--- src/rtl/alu_flag_pkg.sv ---
package alu_flag_pkg;

  localparam int COND_W = 4;

  typedef enum logic [3:0] {
    OP_ADD = 4'd0,
    OP_ADC = 4'd1,
    OP_SUB = 4'd2,
    OP_SBB = 4'd3,
    OP_CMP = 4'd4,
    OP_AND = 4'd5,
    OP_OR  = 4'd6,
    OP_XOR = 4'd7,
    OP_NOT = 4'd8
  } aluOp_e;

  typedef enum logic [1:0] {
    CIN_ZERO  = 2'd0,
    CIN_ONE   = 2'd1,
    CIN_FLAG  = 2'd2,
    CIN_FLAGN = 2'd3
  } carrySel_e;

  typedef enum logic [1:0] {
    LG_AND = 2'd0,
    LG_OR  = 2'd1,
    LG_XOR = 2'd2,
    LG_NOT = 2'd3
  } logicSel_e;

  typedef struct packed {
    logic      load;
    logic      writeDest;
    logic      isLogic;
    logic      invertB;
    carrySel_e carrySel;
    logicSel_e logicSel;
  } aluStrobe_t;

  localparam logic [COND_W-1:0] COND_EQ  = 4'd0;
  localparam logic [COND_W-1:0] COND_NE  = 4'd1;
  localparam logic [COND_W-1:0] COND_GT  = 4'd2;
  localparam logic [COND_W-1:0] COND_GE  = 4'd3;
  localparam logic [COND_W-1:0] COND_LT  = 4'd4;
  localparam logic [COND_W-1:0] COND_LE  = 4'd5;
  localparam logic [COND_W-1:0] COND_UGT = 4'd6;
  localparam logic [COND_W-1:0] COND_UGE = 4'd7;
  localparam logic [COND_W-1:0] COND_ULT = 4'd8;
  localparam logic [COND_W-1:0] COND_ULE = 4'd9;

endpackage

--- src/rtl/alu_flag_ctrl.sv ---
module alu_flag_ctrl
  import alu_flag_pkg::*;
(
  input  logic       opValid,
  input  logic [3:0] opCode,
  output aluStrobe_t strobe
);

  always_comb begin
    strobe = '0;
    if (opValid) begin
      strobe.load      = 1'b1;
      strobe.writeDest = 1'b1;
      case (opCode)
        OP_ADD: strobe.carrySel = CIN_ZERO;
        OP_ADC: strobe.carrySel = CIN_FLAG;
        OP_SUB: begin
          strobe.invertB  = 1'b1;
          strobe.carrySel = CIN_ONE;
        end
        OP_SBB: begin
          strobe.invertB  = 1'b1;
          strobe.carrySel = CIN_FLAGN;
        end
        OP_CMP: begin
          strobe.invertB   = 1'b1;
          strobe.carrySel  = CIN_ONE;
          strobe.writeDest = 1'b0;
        end
        OP_AND: begin
          strobe.isLogic  = 1'b1;
          strobe.logicSel = LG_AND;
        end
        OP_OR: begin
          strobe.isLogic  = 1'b1;
          strobe.logicSel = LG_OR;
        end
        OP_XOR: begin
          strobe.isLogic  = 1'b1;
          strobe.logicSel = LG_XOR;
        end
        OP_NOT: begin
          strobe.isLogic  = 1'b1;
          strobe.logicSel = LG_NOT;
        end
        default: strobe = '0;
      endcase
    end
  end

endmodule

--- src/rtl/alu_flag_datapath.sv ---
module alu_flag_datapath
  import alu_flag_pkg::*;
#(
  parameter int DATA_W = 32
) (
  input  logic              clk,
  input  logic              rstN,
  input  aluStrobe_t        strobe,
  input  logic [DATA_W-1:0] opA,
  input  logic [DATA_W-1:0] opB,
  output logic [DATA_W-1:0] result,
  output logic              resWrite,
  output logic              flagN,
  output logic              flagZ,
  output logic              flagV,
  output logic              flagC
);

  localparam int MSB = DATA_W - 1;

  logic [DATA_W-1:0] bEff;
  logic              carryIn;
  logic [DATA_W:0]   sumWide;
  logic [DATA_W-1:0] logicRes;
  logic [DATA_W-1:0] nextRes;
  logic              nextC;
  logic              nextV;

  assign bEff = strobe.invertB ? ~opB : opB;

  always_comb begin
    case (strobe.carrySel)
      CIN_ZERO:  carryIn = 1'b0;
      CIN_ONE:   carryIn = 1'b1;
      CIN_FLAG:  carryIn = flagC;
      CIN_FLAGN: carryIn = ~flagC;
      default:   carryIn = 1'b0;
    endcase
  end

  assign sumWide = {1'b0, opA} + {1'b0, bEff} + {{DATA_W{1'b0}}, carryIn};

  always_comb begin
    case (strobe.logicSel)
      LG_AND:  logicRes = opA & opB;
      LG_OR:   logicRes = opA | opB;
      LG_XOR:  logicRes = opA ^ opB;
      LG_NOT:  logicRes = ~opB;
      default: logicRes = '0;
    endcase
  end

  assign nextRes = strobe.isLogic ? logicRes : sumWide[MSB:0];
  // A subtract is an add of the inverted operand; its borrow is the missing carry.
  assign nextC   = strobe.invertB ? ~sumWide[DATA_W] : sumWide[DATA_W];
  assign nextV   = (opA[MSB] == bEff[MSB]) && (sumWide[MSB] != opA[MSB]);

  always_ff @(posedge clk or negedge rstN) begin
    if (!rstN) begin
      result   <= '0;
      resWrite <= 1'b0;
      flagN    <= 1'b0;
      flagZ    <= 1'b0;
      flagV    <= 1'b0;
      flagC    <= 1'b0;
    end else begin
      resWrite <= strobe.load & strobe.writeDest;
      if (strobe.load) begin
        flagN <= nextRes[MSB];
        flagZ <= (nextRes == '0);
        if (!strobe.isLogic) begin
          flagV <= nextV;
          flagC <= nextC;
        end
        if (strobe.writeDest) result <= nextRes;
      end
    end
  end

endmodule

--- src/rtl/alu_flag_branch_eval.sv ---
module alu_flag_branch_eval
  import alu_flag_pkg::*;
#(
  parameter int DATA_W = 32,
  parameter int DISP_W = 8
) (
  input  logic              flagN,
  input  logic              flagZ,
  input  logic              flagV,
  input  logic              flagC,
  input  logic [COND_W-1:0] condSel,
  input  logic [DATA_W-1:0] pcIn,
  input  logic [DISP_W-1:0] disp,
  output logic              condTaken,
  output logic [DATA_W-1:0] branchTarget
);

  localparam int EXT_W = DATA_W - DISP_W - 1;

  logic signMismatch;
  assign signMismatch = flagN ^ flagV;

  always_comb begin
    case (condSel)
      COND_EQ:  condTaken = flagZ;
      COND_NE:  condTaken = ~flagZ;
      COND_GT:  condTaken = ~flagZ & ~signMismatch;
      COND_GE:  condTaken = ~signMismatch;
      COND_LT:  condTaken = signMismatch;
      COND_LE:  condTaken = flagZ | signMismatch;
      COND_UGT: condTaken = ~flagZ & ~flagC;
      COND_UGE: condTaken = ~flagC;
      COND_ULT: condTaken = flagC;
      COND_ULE: condTaken = flagZ | flagC;
      default:  condTaken = 1'b0;
    endcase
  end

  assign branchTarget = pcIn + {{EXT_W{disp[DISP_W-1]}}, disp, 1'b0};

endmodule

--- src/rtl/alu_flag_branch.sv ---
module alu_flag_branch
  import alu_flag_pkg::*;
#(
  parameter int DATA_W = 32,
  parameter int DISP_W = 8
) (
  input  logic              clk,
  input  logic              rstN,
  input  logic              opValid,
  input  logic [3:0]        opCode,
  input  logic [DATA_W-1:0] opA,
  input  logic [DATA_W-1:0] opB,
  output logic [DATA_W-1:0] result,
  output logic              resWrite,
  output logic              flagN,
  output logic              flagZ,
  output logic              flagV,
  output logic              flagC,
  input  logic [COND_W-1:0] condSel,
  output logic              condTaken,
  input  logic [DATA_W-1:0] pcIn,
  input  logic [DISP_W-1:0] disp,
  output logic [DATA_W-1:0] branchTarget
);

  aluStrobe_t strobe;

  alu_flag_ctrl u_ctrl (
    .opValid (opValid),
    .opCode  (opCode),
    .strobe  (strobe)
  );

  alu_flag_datapath #(.DATA_W(DATA_W)) u_dp (
    .clk      (clk),
    .rstN     (rstN),
    .strobe   (strobe),
    .opA      (opA),
    .opB      (opB),
    .result   (result),
    .resWrite (resWrite),
    .flagN    (flagN),
    .flagZ    (flagZ),
    .flagV    (flagV),
    .flagC    (flagC)
  );

  alu_flag_branch_eval #(.DATA_W(DATA_W), .DISP_W(DISP_W)) u_br (
    .flagN        (flagN),
    .flagZ        (flagZ),
    .flagV        (flagV),
    .flagC        (flagC),
    .condSel      (condSel),
    .pcIn         (pcIn),
    .disp         (disp),
    .condTaken    (condTaken),
    .branchTarget (branchTarget)
  );

endmodule

--- config.mk ---
export PLATFORM = sky130hd
export DESIGN_NAME = alu_flag_branch
export DESIGN_NICKNAME = d
export VERILOG_FILES = /design/src/rtl/alu_flag_pkg.sv /design/src/rtl/alu_flag_ctrl.sv /design/src/rtl/alu_flag_datapath.sv /design/src/rtl/alu_flag_branch_eval.sv /design/src/rtl/alu_flag_branch.sv
export SDC_FILE = /design/constraint.sdc
export NUM_CORES = 1
export LEC_CHECK = 0
export BUFFER_PORTS_ARGS = -buffer_cell sky130_fd_sc_hd__buf_2
export CORE_MARGIN = 1.5
export CORE_UTILIZATION = 33
export DETAILED_ROUTE_END_ITERATION = 7
export GPL_ROUTABILITY_DRIVEN = 0
export HOLD_SLACK_MARGIN = 0.1
export PLACE_DENSITY = 0.58
export SLEW_MARGIN = 10
export SYNTH_ARGS = -nofsm -noshare
export SYNTH_HDL_FRONTEND = slang
export SYNTH_HIERARCHICAL = 1
export SYNTH_SLANG_ARGS = --single-unit
--- constraint.sdc ---
create_clock -name clk -period 7.46 [get_ports clk]
set_clock_uncertainty 0.05 [all_clocks]
set_input_delay 1.492 -clock clk [delete_from_list [all_inputs] [get_ports clk]]
set_output_delay 1.492 -clock clk [all_outputs]
set_load 0.005 [all_outputs]
==> results of run 1 <==
[metal layers]
layer / vias up / part of all wire (%)
met5: - / 0
met4: 0 / 1.5
met3: 24 / 6.0
met2: 287 / 47
met1: 3966 / 45
li1: 4176 / -
[state kept, by name, indices dropped and copies added (netlist names)]
register	flops
u_dp/flagZ	1
u_dp/flagN	1
u_dp/flagV	1
u_dp/flagC	1
u_dp/result	32
u_dp/resWrite	1
[cell type report]
cell class / instances / area share (%)
inverters: 125 / 4.85
clock inverters: 2 / 0.104
repair buffers: 190 / 10.0
multi-input cells: 860 / 69.8
flip-flops and latches: 37 / 9.58
well taps: 330 / 4.27
clock buffers: 6 / 1.33
[logic make-up (layout without fill, tap and decap cells)]
logic type	after synthesis	after routing	synth area share [%]
AOI/OAI and AO/OA	295	295	23.8
xor gates and xnor gates	68	68	7.12
adders and majority gates	128	128	19.4
buffers and inverters	180	323	8.63
DFF	37	37	11.1
muxes	51	51	10.6
and+or+nand+nor	318	318	19.3
[power by group]
part / total [mW] / switching (mW) / internal (mW)
sequential: 0.301 / 0.0376 / 0.264
clock: 0.212 / 0.0891 / 0.123
combinational: 0.842 / 0.473 / 0.368
[worst register-to-register path, cell delays in order, from the launching register on]
cell and delay [ns]:
dfrtp_1 0.44, nand2_1 0.09, xor2_1 0.18, fa_1 0.43
fa_1 0.40, nor2b_1 0.25, o211ai_1 0.21, a21oi_1 0.38
o31ai_1 0.21, a211o_1 0.37, a211o_1 0.32, a31o_2 0.24
a2111oi_2 0.35, nand4bb_1 0.13, o21ai_1 0.08
[cells in the mapped netlist, drive strengths merged (3+ instances only)]
cell type  count  area (sq um)
o221ai         3          26.3
a211o          5          43.8
and3          14          96.3
and2           8          52.6
o2111ai        7          61.3
mux4          29           658
o21ai         68           344
mux2           8          90.1
a31o           4          35.0
inv          124           465
dfrtp         37           926
nand2b         6          37.5
nor4           6          43.8
nand2         98           368
a2111oi        6          60.1
or4            4          33.8
a221oi         4          35.0
o22ai          3          18.8
mux2i         14           140
buf           15           101
nand4         14          87.6
xor2          41           359
nor3b         11          87.6
ha           125          1560
a21o          21           160
o41ai          5          62.6
o21bai         3          22.5
xnor2         27           236
or3            9          56.3
o311a          4          41.3
a21boi         5          37.5
a21oi         78           394
nor3          25           125
fa             3          60.1
nand3         28           145
o31ai         10          75.1
o21a          11          82.6
o211ai        13          97.6
nor2b         10          65.1
clkbuf        40           151
o31a           4          35.0
a31oi         13           103
a211oi        14           115
nor2          66           248
[worst paths after layout]
path	from	endpoint	slack, ns	cells past startpoint
max in group asynchronous	rstN	u_dp/result[18]	5.48	1
setup / recovery	opCode[1]	u_dp/flagZ	1.49	17
min in group asynchronous	rstN	u_dp/result[30]	1.29	1
hold / removal	u_dp/result[22]	u_dp/result[22]	0.41	2
setup reg to reg	u_dp/flagC	u_dp/flagZ	3.26	14
hold reg to reg	u_dp/result[22]	u_dp/result[22]	0.41	2
[per-stage QoR]
stage	power [mW]	std cells	hold slack [ns]	area [sq um]
2_1_floorplan	0.839	1077	0.413	8360
3_3_place_gp	1.13	1542	0.398	9530
3_5_place_dp	1.14	1542	0.401	9530
4_1_cts	1.36	1550	0.414	9670
5_1_grt	1.47	1550	0.448	9670
6_report	1.35	1550	0.414	9670
==> flow_summary.yaml, run 1 <==
clock_network:
  cts_num_sinks: 37
  hold_buffers: 0
  clk_pin_slew_ns: 0.06
  clockBufferDepth: 2
  cts_resized: 0
  clock-root-buffer: "clkbuf_16"
  numCtsBuffers: 5
  cts_tree: "built"
  cts_setup_buffers: 0
  h-tree-depth: 2
  worstSkewPairLatency_ns: 0.29
finish:
  layout.area.seq_sq_um: 926
  nets: 1462
  fillCellCount: 2656
  drive_gt1_share_pct: 22.0
  layout_commonest_cell: "buf_2"
  multiInputGateArea_sq_um: 6750
  final_core_util_pct: 38.6
  area_growth_syn_to_layout_pct: 15.6
  n_antenna_cell: 0
  final_cell_mix: "buf_2 (182), ha_1 (125), inv_1 (123)"
critical_path:
  cp-start-kind: "input pin"
  crit_buf_inv: 2
  cp_slowest_cell: "buf_4"
  path_delay_family: "compound AO/OA/AOI/OAI gates"
  endpoint_kind: "flop"
  path_class: "input pin to flop"
  crit_chain: "buf_2 -> nor2_1 -> mux2i_1 -> nor3b_2 -> buf_4 -> xor2_1 -> ha_1 -> and2_4 -> a221oi_1 -> a21oi_1 -> o211a_4 -> o41ai_4 -> xnor2_1 -> or3_1 -> a2111oi_2 -> nand4bb_1 -> o21ai_1"
  arrival_ns: 6.14
  cpPeakStageDelay_ns: 0.52
  cp_max_fo: 32
  cp.required_ns: 7.63
floorplan:
  rows: 58
  core_sq_um: 25000
  die_y_microns: 162
  die_w_microns: 162
  dieArea_sq_um: 26300
  pin_count: 185
  start_util_pct: 33.4
timing:
  max_freq_mhz: 168
  worst_slack_ns: 1.49
  rsz0062_at_grt: "no"
  fin_crit_ns: 5.97
  period_share_pct: 80.0
  finalMaxSlewViolations: 0
  finalSetupViolCount: 0
  tns_ns: 0
  hold_violations: 0
  tightestPinTransition_ns: 0.929
  slew_headroom_pct: 38.1
synth:
  yosys_warnings: 6
  synth_area_sq_um: 8360
  ys_types: 99
  ys.flop_type: "dfrtp_1"
  syn_inst: 1077
  syn_avg_cell_area_sq_um: 7.76
  synth_edf_count: 0
  ys_seq_elements: 37
  async_reset_ff_share_pct: 100
  yosysSeqAreaShare_pct: 11.1
  syn_nets: 1320
placement:
  dp_hpwl_microns: 21200
  dp_slack_ns: 1.19
  port_buffers: 182
power_and_ir_drop:
  ir_drop_uv: 103
  power_density_nw_per_um2: 140
  leakage_nw: 4.67
global_route:
  grt_usage_pct: 19.3
  grt_start_max_net_pins: 43
  grt_util_met1_pct: 25.7
  antenna_found_initial: 0
  grt.met3_usage_pct: 2.66
  grtUsageMet2_pct: 33.1
  first_global_vias: 7866
  grt_pass1_wl_microns: 40800
  grt_most_used_layer: "met2"
  grt_overflow: 0
job:
  maxCapViolCount: 0
drt:
  routed_wl_microns: 25700
  drt-wirelength-per-cell_microns: 16.6
  drtIter0Drc: 650
  drc: 0
  viasPerCell: 5.45
  vias: 8453
  dr.pass1.iters: 7
  postRouteAntennaNets: 0
hold_path:
  hp-class: "flop to flop"
outcome:
  status: "complete, no violations"
Note: power is estimated with default switching activity, not from simulation.
==> run 2, diff against run 1 <==
PLACE_DENSITY = 0.6   (was 0.58)
clock period = 4.79 ns   (was 7.46 ns; I/O delays follow)
==> run 2 against run 1 <==
Effect of this change: final area is 9.3% higher; first-iteration DRC count is 7.1% lower; clock-buffer cell count is 1 lower; flip-flop and latch count stayed put; critical path type unchanged.
==> flow_summary.yaml, run 2 (synthesis gave the netlist of run 1 again) <==
global_route:
  grt_pass1_wl_microns: 41600
  first_global_vias: 8146
  grt_overflow: 0
  antenna_found_initial: 3
  grt_usage_pct: 19.5
  grt_start_max_net_pins: 43
power_and_ir_drop:
  power_density_nw_per_um2: 228
  ir_drop_uv: 168
  leakage_nw: 5.20
floorplan:
  dieArea_sq_um: 26300
  die_y_microns: 162
  start_util_pct: 33.4
  die_w_microns: 162
  pin_count: 185
  core_sq_um: 25000
  rows: 58
drt:
  vias: 8828
  drc: 0
  routed_wl_microns: 26400
  viasPerCell: 5.34
  dr.pass1.iters: 5
  postRouteAntennaNets: 0
  drt-wirelength-per-cell_microns: 16.0
  drtIter0Drc: 604
finish:
  area_growth_syn_to_layout_pct: 26.4
  layout_commonest_cell: "buf_2"
  final_cell_mix: "buf_2 (182), ha_1 (125), inv_1 (123)"
  largest_register_ffs: 32
  drive_gt1_share_pct: 29.2
  fillCellCount: 2567
  finalNonFillerCells: 1654
  top_register: "u_dp/result"
  nets: 1565
  final_area_sq_um: 10600
  final_core_util_pct: 42.2
clock_network:
  h-tree-depth: 2
  numCtsBuffers: 5
  cts_num_sinks: 37
  cts_tree: "built"
  clk_pin_slew_ns: 0.06
  clock-root-buffer: "clkbuf_16"
  cts_resized: 0
  worstSkewPairLatency_ns: 0.29
  cts_setup_buffers: 0
  hold_buffers: 0
  clockBufferDepth: 2
timing:
  period_share_pct: 96.9
  max_freq_mhz: 215
  tightestPinTransition_ns: 0.950
  holdWs_ns: 0.417
  rsz0062_at_grt: "no"
  hold_violations: 0
  finalSetupViolCount: 0
  finalMaxSlewViolations: 0
  slew_headroom_pct: 36.7
  worst_slack_ns: 0.146
  fin_crit_ns: 4.64
critical_path:
  cp-start-kind: "input pin"
  cp.required_ns: 4.96
  path_class: "input pin to flop"
  endpoint_kind: "flop"
  arrival_ns: 4.81
  cp_max_fo: 14
placement:
  detailed_place.area_sq_um: 10300
  dp_slack_ns: -0.173
  dp_hpwl_microns: 21900
  port_buffers: 182
  placed_cells: 1645
hold_path:
  hp-class: "flop to flop"
outcome:
  status: "complete, no violations"
job:
  maxCapViolCount: 0
-- run 2: layer usage --
metal	vias up	track usage (%)	wire, microns
met2	270	32.2	11900
met5	-	0	10
met1	4144	27.8	12800
met4	2	2.92	299
met3	24	2.07	1370
li1	4388	-	-
-- run 2: critical path, stage by stage --
cell	delay [ns]
buf_2	0.12
nor2_2	0.11
mux2i_1	0.12
nor3b_2	0.25
buf_12	0.20
buf_4	0.13
xor2_1	0.16
buf_4	0.13
ha_1	0.21
nor2b_1	0.16
o211ai_1	0.22
buf_4	0.15
a21oi_1	0.10
or2_2	0.32
o211ai_1	0.44
and3_2	0.28
o311ai_0	0.18
a2111oi_2	0.34
nand4bb_1	0.13
o21ai_1	0.08
-- run 2: per-stage QoR --
stage               setup TNS [ns]  power, mW
detailed placement          -0.351       1.94
global route                     0       2.60
global placement            -0.221       1.92
finish                           0       2.41
floorplan                        0       1.31
CTS                              0       2.41
-- run 2: area by class of cell --
class	count	area [sq um]	share of cell area [%]
Antenna cell	1	2.50	0.0237
Tap cell	330	413	3.91
Clock buffer	5	125	1.18
Inverter	125	469	4.44
Multi-Input combinational cell	860	6810	64.4
Sequential cell	37	926	8.76
Clock inverter	3	68.8	0.651
Timing Repair Buffer	293	1760	16.6
-- run 2: power breakdown --
| part | internal, mW | total, mW | switching [mW] |
|---|---|---|---|
| Combinational | 0.710 | 1.49 | 0.776 |
| Clock | 0.301 | 0.454 | 0.153 |
| Sequential | 0.411 | 0.471 | 0.0607 |
-- run 2: final timing paths --
check	startpoint	end	slack (ns)	cells after the start
worst max-delay path	opCode[1]	u_dp/flagZ	0.15	20
worst min-delay path	u_dp/result[22]	u_dp/result[22]	0.42	2
worst max register to register	u_dp/flagC	u_dp/flagZ	1.08	14
worst min register to register	u_dp/result[22]	u_dp/result[22]	0.42	2
max in group asynchronous	rstN	u_dp/result[29]	3.33	1
min in group asynchronous	rstN	u_dp/resWrite	0.77	1
==> run 3, diff against run 2 <==
CORE_UTILIZATION = 52   (was 33)
PLACE_DENSITY = 0.85   (was 0.6)
==> run 3 against run 2 <==
Effect of this change: combinational power about the same; largest cell class unchanged; critical endpoint is now u_dp/result[29]; register-to-register slack better by 0.07 ns; hold slack about the same.
==> flow_summary.yaml, run 3 (synthesis gave the netlist of run 1 again) <==
clock_network:
  clock-root-buffer: "clkbuf_16"
  hold_buffers: 0
  clk_pin_slew_ns: 0.06
  cts_num_sinks: 37
  numCtsBuffers: 5
  cts_tree: "built"
  h-tree-depth: 2
  clockBufferDepth: 2
  worstSkewPairLatency_ns: 0.29
finish:
  area_growth_syn_to_layout_pct: 23.0
  fillCellCount: 1353
  layout.area.seq_sq_um: 926
  multiInputGateArea_sq_um: 6810
  drive_gt1_share_pct: 28.4
  final_cell_mix: "buf_2 (182), ha_1 (125), inv_1 (123)"
  largest_register_ffs: 32
  layout_commonest_cell: "buf_2"
  top_register: "u_dp/result"
  final_core_util_pct: 65.2
  nets: 1549
critical_path:
  crit_chain: "buf_2 -> nor2_2 -> mux2i_2 -> nor3b_4 -> buf_4 -> buf_12 -> buf_4 -> xor2_1 -> ha_1 -> and2_4 -> a221oi_2 -> a21oi_1 -> o211a_4 -> o41ai_4 -> buf_4 -> o2111ai_1 -> and3b_1 -> o31a_1 -> mux2_2"
  r2r_end: "u_dp/flagZ"
  cp_slowest_cell: "o41ai_4"
  endpoint_kind: "flop"
  crit_buf_inv: 5
  reg2reg_slack_ns: 1.15
  cp-start-kind: "input pin"
  arrival_ns: 4.81
  r2r_cells: 15
  crit_top_cell: "buf_4"
  path_delay_family: "compound AO/OA/AOI/OAI gates"
  r2r-start: "u_dp/flagC"
  cp.required_ns: 4.92
  cp_max_fo: 8
  cpPeakStageDelay_ns: 0.37
  path_class: "input pin to flop"
floorplan:
  core_sq_um: 15800
  die_y_microns: 130
  rows: 46
  die_w_microns: 130
  dieArea_sq_um: 16900
  start_util_pct: 53.0
  pin_count: 185
global_route:
  antenna_found_initial: 1
  grt_usage_pct: 29.7
  grt_pass1_wl_microns: 40800
  grt_overflow: 0
  first_global_vias: 8672
  grt_start_max_net_pins: 43
hold_path:
  hold_end: "u_dp/result[22]"
  holdCritStartpoint: "u_dp/result[22]"
  hp-class: "flop to flop"
  hold_depth: 2
power_and_ir_drop:
  ir_drop_uv: 186
  leakage_nw: 5.11
  power_density_nw_per_um2: 223
timing:
  finalSetupViolCount: 0
  finalMaxSlewViolations: 0
  max_freq_mhz: 213
  slew_headroom_pct: 37.2
  tightestPinTransition_ns: 0.943
  fin_crit_ns: 4.69
  hold_violations: 0
  period_share_pct: 97.8
  holdWs_ns: 0.417
placement:
  port_buffers: 182
  dp_hpwl_microns: 20800
drt:
  postRouteAntennaNets: 0
  drt-wirelength-per-cell_microns: 17.1
  drc: 0
  drtIter0Drc: 1072
  vias: 9364
  routed_wl_microns: 26000
  dr.pass1.iters: 6
  viasPerCell: 6.14
job:
  maxCapViolCount: 0
outcome:
  status: "complete, no violations"
## run 3: cell types whose count changed in the layout (fill, tap and decap cells not counted), moves of 2 or more
cell / before / now
a2111oi_0: 2 / 4
buf_4: 110 / 93
bufinv_16: 2 / 0
mux2i_1: 14 / 12
mux2i_2: 0 / 2
nor3b_2: 2 / 0
o21ai_0: 64 / 62
o21ai_1: 3 / 5
## run 3: timing repair
item,in CTS,in global routing
gates resized for setup,0,12
setup endpoints to repair,0,2
setup buffers,0,8
## run 3: layout make-up
| cell class | instances | share of cell area (%) |
|---|---|---|
| clock inverter | 2 | 0.134 |
| multi-input combinational | 860 | 66.2 |
| antenna | 1 | 0.0243 |
| sequential | 37 | 9.00 |
| timing repair buffer | 277 | 16.1 |
| inverter | 125 | 4.56 |
| tap | 216 | 2.63 |
| clock buffer | 6 | 1.35 |
## run 3: through the flow
step           instances  setup slack [ns]  instance area [sq um]  TNS [ns]  power [mW]
3_5_place_dp        1506            -0.186                  10000    -0.378        1.89
5_1_grt             1524           -0.0108                  10300   -0.0108        2.46
6_report            1524             0.103                  10300         0        2.29
3_3_place_gp        1506           -0.0523                  10000   -0.0542        1.84
2_1_floorplan       1077            0.0309                   8420         0        1.31
4_1_cts             1514            0.0931                  10200         0        2.25
## run 3: routing by layer
layer  vias up  track usage, %  wire (microns)
met5         -               0               0
met4         0            10.3             875
met3        98            5.54            2730
met2       560            50.4           12000
met1      4359            37.8           10400
li1       4347               -               -
## run 3: worst max-delay path by stage
stage                     depth (start not counted)       from              end
final                                            19  opCode[1]  u_dp/result[29]
after global routing                             19  opCode[1]       u_dp/flagZ
after CTS                                        19  opCode[1]       u_dp/flagZ
after detailed placement                         19  opCode[1]       u_dp/flagZ
after global placement                           17  opCode[1]  u_dp/result[29]
after floorplan                                  18  opCode[1]       u_dp/flagZ
## run 3: tightest hold or removal path, delay by kind of cell, from the launching register on
kind | cells | cell delay (ns)
flops | 1 | 0.34
simple gates | 2 | 0.10
## run 3: where the power goes
part           switching [mW]  total [mW]  internal (mW)
combinational           0.790        1.48          0.685
sequential             0.0589       0.470          0.411
clock                   0.142       0.350          0.207
total                   0.991        2.29           1.30
